==> config.mk <==
export PLATFORM = sky130hd
export DESIGN_NAME = irq_accept
export DESIGN_NICKNAME = d
export VERILOG_FILES = /design/src/rtl/irq_pkg.sv /design/src/rtl/irq_arb.sv /design/src/rtl/irq_ctx_stack.sv /design/src/rtl/irq_accept.sv
export SDC_FILE = /design/constraint.sdc
export NUM_CORES = 1
export LEC_CHECK = 0
export ABC_AREA = 0
export BUFFER_PORTS_ARGS = -buffer_cell sky130_fd_sc_hd__buf_2
export CAP_MARGIN = 20
export CORE_MARGIN = 4
export CORE_UTILIZATION = 53
export DETAILED_ROUTE_END_ITERATION = 7
export GPL_ROUTABILITY_DRIVEN = 0
export HOLD_SLACK_MARGIN = 0.1
export PLACE_DENSITY = 0.78
export SETUP_SLACK_MARGIN = 0.4
export SKIP_CTS_REPAIR_TIMING = 1
export SYNTH_ARGS = -nofsm -noshare
export SYNTH_HDL_FRONTEND = slang
export SYNTH_SLANG_ARGS = --single-unit
==> constraint.sdc <==
create_clock -name clk -period 11.4 [get_ports clk]
set_clock_uncertainty 0.15 [all_clocks]
set_input_delay 1.71 -clock clk [delete_from_list [all_inputs] [get_ports clk]]
set_output_delay 1.71 -clock clk [all_outputs]
set_load 0.05 [all_outputs]
==> src/rtl/irq_pkg.sv <==
package irq_pkg;
    localparam int LVL_W = 3;
    localparam int VEC_W = 24;

    typedef enum logic [1:0] {
        ST_IDLE   = 2'd0,
        ST_SAVE   = 2'd1,
        ST_BRANCH = 2'd2,
        ST_SVC    = 2'd3
    } acc_state_e;

    localparam logic [1:0] KIND_PLAIN = 2'd0;
    localparam logic [1:0] KIND_IOSVC = 2'd1;
    localparam logic [1:0] KIND_DMA   = 2'd2;

    function automatic logic [VEC_W-1:0] vec_of(input logic [7:0] n);
        return 24'hFFFFFC - {14'd0, n, 2'b00};
    endfunction

    function automatic logic is_service(input logic [1:0] k);
        return (k == KIND_IOSVC) || (k == KIND_DMA);
    endfunction
endpackage

==> src/rtl/irq_arb.sv <==
module irq_arb #(
    parameter int NUM_IRQ = 8,
    parameter int NUM_W   = 3
) (
    input  logic [NUM_IRQ-1:0]   cand_valid,
    input  logic [NUM_IRQ*3-1:0] cand_level,
    input  logic [NUM_IRQ*2-1:0] cand_kind,
    input  logic [2:0]           mask,
    output logic                 hit,
    output logic [NUM_W-1:0]     win_num,
    output logic [2:0]           win_lvl,
    output logic [1:0]           win_kind
);
    logic [NUM_IRQ-1:0] pass;

    for (genvar g = 0; g < NUM_IRQ; g++) begin : g_pass
        assign pass[g] = cand_valid[g] && (cand_level[g*3 +: 3] < mask);
    end

    always_comb begin
        hit      = 1'b0;
        win_num  = '0;
        win_lvl  = 3'd7;
        win_kind = 2'd0;
        for (int i = 0; i < NUM_IRQ; i++) begin
            if (pass[i] && (!hit || cand_level[i*3 +: 3] < win_lvl)) begin
                hit      = 1'b1;
                win_num  = NUM_W'(i);
                win_lvl  = cand_level[i*3 +: 3];
                win_kind = cand_kind[i*2 +: 2];
            end
        end
    end
endmodule

==> src/rtl/irq_ctx_stack.sv <==
module irq_ctx_stack #(
    parameter int DEPTH = 8,
    parameter int W     = 4
) (
    input  logic         clk,
    input  logic         rst_n,
    input  logic         push,
    input  logic         pop,
    input  logic [W-1:0] wdata,
    output logic [W-1:0] rdata,
    output logic         empty,
    output logic         full
);
    localparam int CNT_W = $clog2(DEPTH + 1);

    logic [DEPTH-1:0][W-1:0] mem_d, mem_q;
    logic [CNT_W-1:0]        cnt_d, cnt_q;

    assign empty = (cnt_q == '0);
    assign full  = (cnt_q == CNT_W'(DEPTH));
    assign rdata = empty ? '0 : mem_q[cnt_q - 1'b1];

    always_comb begin
        mem_d = mem_q;
        cnt_d = cnt_q;
        if (push && !full) begin
            mem_d[cnt_q] = wdata;
            cnt_d        = cnt_q + 1'b1;
        end else if (pop && !empty) begin
            cnt_d = cnt_q - 1'b1;
        end
    end

    always_ff @(posedge clk or negedge rst_n) begin
        if (!rst_n) begin
            mem_q <= '0;
            cnt_q <= '0;
        end else begin
            mem_q <= mem_d;
            cnt_q <= cnt_d;
        end
    end
endmodule

==> src/rtl/irq_accept.sv <==
module irq_accept
    import irq_pkg::*;
#(
    parameter int NUM_IRQ   = 8,
    parameter int NEST_MAX  = 8,
    parameter int NUM_W     = (NUM_IRQ > 1) ? $clog2(NUM_IRQ) : 1
) (
    input  logic                 clk,
    input  logic                 rst_n,
    input  logic [NUM_IRQ-1:0]   req_valid,
    input  logic [NUM_IRQ*3-1:0] req_level,
    input  logic [NUM_IRQ*2-1:0] req_kind,
    input  logic                 ps_we,
    input  logic [2:0]           ps_ilm_in,
    input  logic                 ps_ien_in,
    input  logic                 reti,
    input  logic                 ctx_save_done,
    input  logic                 svc_done,
    output logic [2:0]           ilm,
    output logic                 ien,
    output logic                 ctx_save_req,
    output logic                 branch_valid,
    output logic [NUM_W-1:0]     branch_num,
    output logic [VEC_W-1:0]     branch_vec,
    output logic                 svc_start,
    output logic [1:0]           svc_kind,
    output logic [NUM_W-1:0]     svc_num,
    output logic                 svc_busy
);
    typedef struct packed {
        acc_state_e                st;
        logic [2:0]                ilm;
        logic                      ien;
        logic [NUM_W-1:0]          cur_num;
        logic [2:0]                cur_lvl;
        logic                      svc_go;
        logic [1:0]                svc_kind;
        logic [NUM_IRQ-1:0]        done_pend;
        logic [NUM_IRQ-1:0][2:0]   done_lvl;
    } acc_regs_t;

    acc_regs_t r_d, r_q;

    logic [NUM_IRQ-1:0]   cand_valid;
    logic [NUM_IRQ*3-1:0] cand_level;
    logic [NUM_IRQ*2-1:0] cand_kind;
    logic                 hit;
    logic [NUM_W-1:0]     win_num;
    logic [2:0]           win_lvl;
    logic [1:0]           win_kind;
    logic                 stk_push, stk_pop, stk_empty, stk_full;
    logic [3:0]           stk_rdata;

    for (genvar g = 0; g < NUM_IRQ; g++) begin : g_cand
        assign cand_valid[g]       = req_valid[g] | r_q.done_pend[g];
        assign cand_level[g*3 +: 3] = r_q.done_pend[g] ? r_q.done_lvl[g] : req_level[g*3 +: 3];
        assign cand_kind[g*2 +: 2]  = r_q.done_pend[g] ? KIND_PLAIN : req_kind[g*2 +: 2];
    end

    irq_arb #(.NUM_IRQ(NUM_IRQ), .NUM_W(NUM_W)) u_arb (
        .cand_valid (cand_valid),
        .cand_level (cand_level),
        .cand_kind  (cand_kind),
        .mask       (r_q.ilm),
        .hit        (hit),
        .win_num    (win_num),
        .win_lvl    (win_lvl),
        .win_kind   (win_kind)
    );

    irq_ctx_stack #(.DEPTH(NEST_MAX), .W(4)) u_stack (
        .clk   (clk),
        .rst_n (rst_n),
        .push  (stk_push),
        .pop   (stk_pop),
        .wdata ({r_q.ien, r_q.ilm}),
        .rdata (stk_rdata),
        .empty (stk_empty),
        .full  (stk_full)
    );

    always_comb begin
        r_d      = r_q;
        r_d.svc_go = 1'b0;
        stk_push = 1'b0;
        stk_pop  = 1'b0;
        unique case (r_q.st)
            ST_IDLE: begin
                if (reti) begin
                    if (!stk_empty) begin
                        stk_pop = 1'b1;
                        r_d.ien = stk_rdata[3];
                        r_d.ilm = stk_rdata[2:0];
                    end
                end else if (ps_we) begin
                    r_d.ilm = ps_ilm_in;
                    r_d.ien = ps_ien_in;
                end else if (r_q.ien && hit && !stk_full) begin
                    r_d.cur_num            = win_num;
                    r_d.cur_lvl            = win_lvl;
                    r_d.done_pend[win_num] = 1'b0;
                    if (is_service(win_kind)) begin
                        r_d.st       = ST_SVC;
                        r_d.svc_go   = 1'b1;
                        r_d.svc_kind = win_kind;
                    end else begin
                        r_d.st   = ST_SAVE;
                        stk_push = 1'b1;
                        r_d.ilm  = win_lvl;
                    end
                end
            end
            ST_SAVE: begin
                if (ctx_save_done) r_d.st = ST_BRANCH;
            end
            ST_BRANCH: begin
                r_d.st = ST_IDLE;
            end
            ST_SVC: begin
                if (svc_done) begin
                    r_d.st                     = ST_IDLE;
                    r_d.done_pend[r_q.cur_num] = 1'b1;
                    r_d.done_lvl[r_q.cur_num]  = r_q.cur_lvl;
                end
            end
            default: r_d.st = ST_IDLE;
        endcase
    end

    always_ff @(posedge clk or negedge rst_n) begin
        if (!rst_n) begin
            r_q     <= '0;
            r_q.st  <= ST_IDLE;
            r_q.ilm <= 3'd7;
        end else begin
            r_q <= r_d;
        end
    end

    assign ilm          = r_q.ilm;
    assign ien          = r_q.ien;
    assign ctx_save_req = (r_q.st == ST_SAVE);
    assign branch_valid = (r_q.st == ST_BRANCH);
    assign branch_num   = r_q.cur_num;
    assign branch_vec   = vec_of(8'(r_q.cur_num));
    assign svc_start    = r_q.svc_go;
    assign svc_kind     = r_q.svc_kind;
    assign svc_num      = r_q.cur_num;
    assign svc_busy     = (r_q.st == ST_SVC);
endmodule

==> impl_metrics.csv <==
group,metric,value,unit
critical_path,worst_path_dominant_cell_family,"compound AO/OA/AOI/OAI gates",
finish,layout_commonest_cell,"dfrtp_1",
logic_synthesis,synth-edff-count,0,
critical_path,crit_slowest_cell,"a211o_1",
clock_network,cts-buffers-inserted,9,
critical_path,ff2ff_setup_slack,0.40,ns
placement,place_area,0.00716,mm2
critical_path,critical_path.reg2reg.endpoint,"u_stack.mem_q[2]$_DFFE_PN0P_",
drt,totalWireLength,19400,um
critical_path,timing.critical_path.from_type,"primary input",
die,coreArea,0.0115,mm2
drt,route.top_layer_used,"met4",
drt,number_of_vias_per_cell_after_detailed_routing,6.34,
sta,timing.final.max_slew_violations,0,
sta,period_minus_slack,11.61,ns
die,starting_density_of_the_core,54.7,%
clock_network,worst_skew_pair.late_latency,0.34,ns
critical_path,timing.critical_path.fanout_max,8,
worst_hold_path,hold_wc_startpoint,"u_stack.mem_q[11]$_DFFE_PN0P_",
logic_synthesis,syn_area,0.00629,mm2
finish,antenna_cells,0,
clock_network,ctsRootBufferMaster,"clkbuf_16",
critical_path,peak_per_stage_delay_on_the_critical_path,0.34,ns
die,dieArea,0.0137,mm2
critical_path,critPathLaunch,"req_level[2]",
critical_path,worst-endpoint-arrival,11.68,ns
placement,hpwl,13400,um
logic_synthesis,synth_cells,643,
logic_synthesis,synth_top_flop_cell,"dfrtp_1",
critical_path,required,11.47,ns
global_route,global_route_wire_length_before_repair,28100,um
die,die_height,117,um
sta,share_of_the_cycle_needed_by_the_critical_path_after_routing,102,%
sta,worst_slack,-0.211,ns
drt,ant_nets,0,
global_route,grt_max_degree,84,
global_route,grt_antenna_before_repair,0,
logic_synthesis,synth_sequential_area_ratio,33.1,%
logic_synthesis,synth_seq_cells,83,
finish,post-route-cell-area,0.00803,mm2
die,row_count,39,
drt,drt_first_iter_violations,544,
clock_network,htreeDepth,3,
logic_synthesis,synth.lib_cells_used.distinct,84,
die,num_io_pins,98,
critical_path,cp.depth,59,
logic_synthesis,ys_async_sr_fraction,100,%
sta,timing.max_slew.rel_slack,32.7,%
drt,detailroute.wirelength.met2,9790,um
critical_path,critical_path_buf_inv_count,6,
global_route,vias_in_the_first_global_route,5544,
finish,final_cell_mix,"dfrtp_1 (80), buf_2 (74), buf_4 (70), mux2_2 (56), nor2_1 (40)",
die,die_x,117,um
critical_path,crit_end,"u_stack.mem_q[2]$_DFFE_PN0P_",
drt,num_vias,5814,
sta,final-setup-viol-count,38,
finish,layout-area-overhead-vs-synth,27.6,%
sta,grt_setup_unrepaired,"true",
drt,drcViolationCount,0,
finish,finalNetCount,856,
critical_path,setup.worst_path.end_class,"register",
sta,finalHoldViolations,0,
worst_hold_path,worstHoldPathType,"reg2reg",
finish,final.fill_count,845,
critical_path,timing_worst_setup_path_type,"in2reg",
run_status,failed_checks,"setup timing",
drt,route.detailed.wl_per_inst,21.2,um
drt,met3_wire_length,1290,um
run_status,outcome,"finished, violations left",
critical_path,reg2reg_from,"ilm[2]$_DFFE_PN1P_",
flow_run,max_cap_viol_count,0,
global_route,grt_usage,26.3,%
finish,final_layout_size_suffix_gt1_share,43.9,%
critical_path,rr_worst_depth,58,
clock_network,clock-sinks,83,
sta,worst_slew_pin_slew,1.00,ns
placement,place.port_buffers,76,
clock_network,cts_tree,"yes",
drt,first_pass_iteration_count_of_the_detailed_router,5,
drt,drt-met1-wl,7660,um
clock_network,worst_setup_hold_path_clk_slew,0.06,ns
global_route,overflow_left_after_global_routing,0,
sta,clock.fmax,86.1,MHz
logic_synthesis,post_synth.cell_area_avg,9.79,um2
critical_path,worst_path_most_repeated_cell,"a21oi_2",
clock_network,cts_buffer_depth,2,
logic_synthesis,synth.yosys.warnings,0,
-- worst min-delay path by stage --
stage          cells after the start  slack [ns]                            end
6_report                           1        0.32  u_stack.mem_q[11]$_DFFE_PN0P_
4_1_cts                            1        0.32  u_stack.mem_q[11]$_DFFE_PN0P_
3_3_place_gp                       1        0.30  u_stack.mem_q[11]$_DFFE_PN0P_
2_1_floorplan                      1        0.28  u_stack.mem_q[23]$_DFFE_PN0P_
3_5_place_dp                       1        0.30  u_stack.mem_q[11]$_DFFE_PN0P_
5_1_grt                            1        0.34  u_stack.mem_q[11]$_DFFE_PN0P_
-- metal layers --
metal  up-vias  global-route usage (%)
met5         -                       0
met4         0                    8.72
li1       2595                       -
met3        65                    3.86
met2       306                    45.8
met1      2848                    33.6
-- area by class of cell --
| class | count | area, um2 | area share, % |
|---|---|---|---|
| well taps | 143 | 179 | 2.23 |
| clock buffers | 9 | 225 | 2.81 |
| inverters | 28 | 105 | 1.31 |
| flip-flops and latches | 83 | 2080 | 25.9 |
| clock inverters | 7 | 82.6 | 1.03 |
| multi-input cells | 495 | 4330 | 53.9 |
| repair buffers | 152 | 1020 | 12.8 |
-- cell usage after synthesis (4+ instances only) --
cell      instances  area (um2)
nor2_1           47         176
o21bai_1          5        37.5
or2_2             5        31.3
mux2_1            9         101
a21oi_1          32         160
mux2i_1          14         140
nand3_1          11        55.1
nand4_1           7        43.8
nand2_1          39         146
nor4_1            5        31.3
buf_2             4        20.0
a211o_1           6        52.6
a21o_1           11        82.6
inv_1            27         101
a31oi_1           6        37.5
nor3_1           12        60.1
a211oi_1          4        30.0
buf_4            34         255
o21a_1            5        37.5
o221ai_1          4        35.0
dfrtp_1          80        2000
a21boi_0          6        45.0
nor2b_1           5        31.3
o31ai_1           6        45.0
o211ai_1          7        52.6
mux2_2           58         653
o21ai_0          30         150
xnor2_1           7        61.3
mux4_2            8         180
and2_1           10        62.6
clkbuf_1         16        60.1
nand2b_1         17         106
and3_1            4        25.0
ha_1             29         363
-- through the flow --
stage               setup TNS, ns  std cells  util (%)  hold WS [ns]  setup WS (ns)
detailed placement         -23.42        878      62.2         0.301         -0.658
finish                      -5.15        917      69.7         0.321         -0.211
CTS                        -10.52        894      64.9         0.322         -0.386
global route               -23.63        917      69.7         0.335         -0.591
floorplan                   -5.44        662         -         0.279         -0.276
global placement            -2.03        878      62.2         0.304         -0.129
-- flip-flops by register name, summed over array words and instances, names as in the netlist --
name and cells:
branch_num 3, ien 1, ilm 3, r_q 37, svc_kind 2, svc_start 1, u_stack.cnt_q 4, u_stack.mem_q 32
-- logic make-up (layout without fill, tap and decap cells) --
family          count (synthesis)  count (layout)  share of synthesized area [%]
mux                            94              94                           18.3
buf+inv                        84             196                           7.36
other cells                     2              21                          0.119
fa+ha+maj                      30              30                           5.92
xor+xnor                        9               9                           1.25
compound gates                166             166                           19.7
flops                          83              83                           33.1
simple gates                  175             175                           14.2
-- worst register-to-register path: cells and delay by family (launching register included) --
kind / cells / cell delay, ns
AOI/OAI and AO/OA: 26 / 4.24
adders and majority gates: 8 / 2.15
and+or+nand+nor: 16 / 2.10
buffers and inverters: 6 / 0.99
DFF: 1 / 0.67
muxes: 2 / 0.57
Power is left out: the tool's default activity adds up to more than one toggle a clock period on the data nets, which glitch-free logic cannot reach.
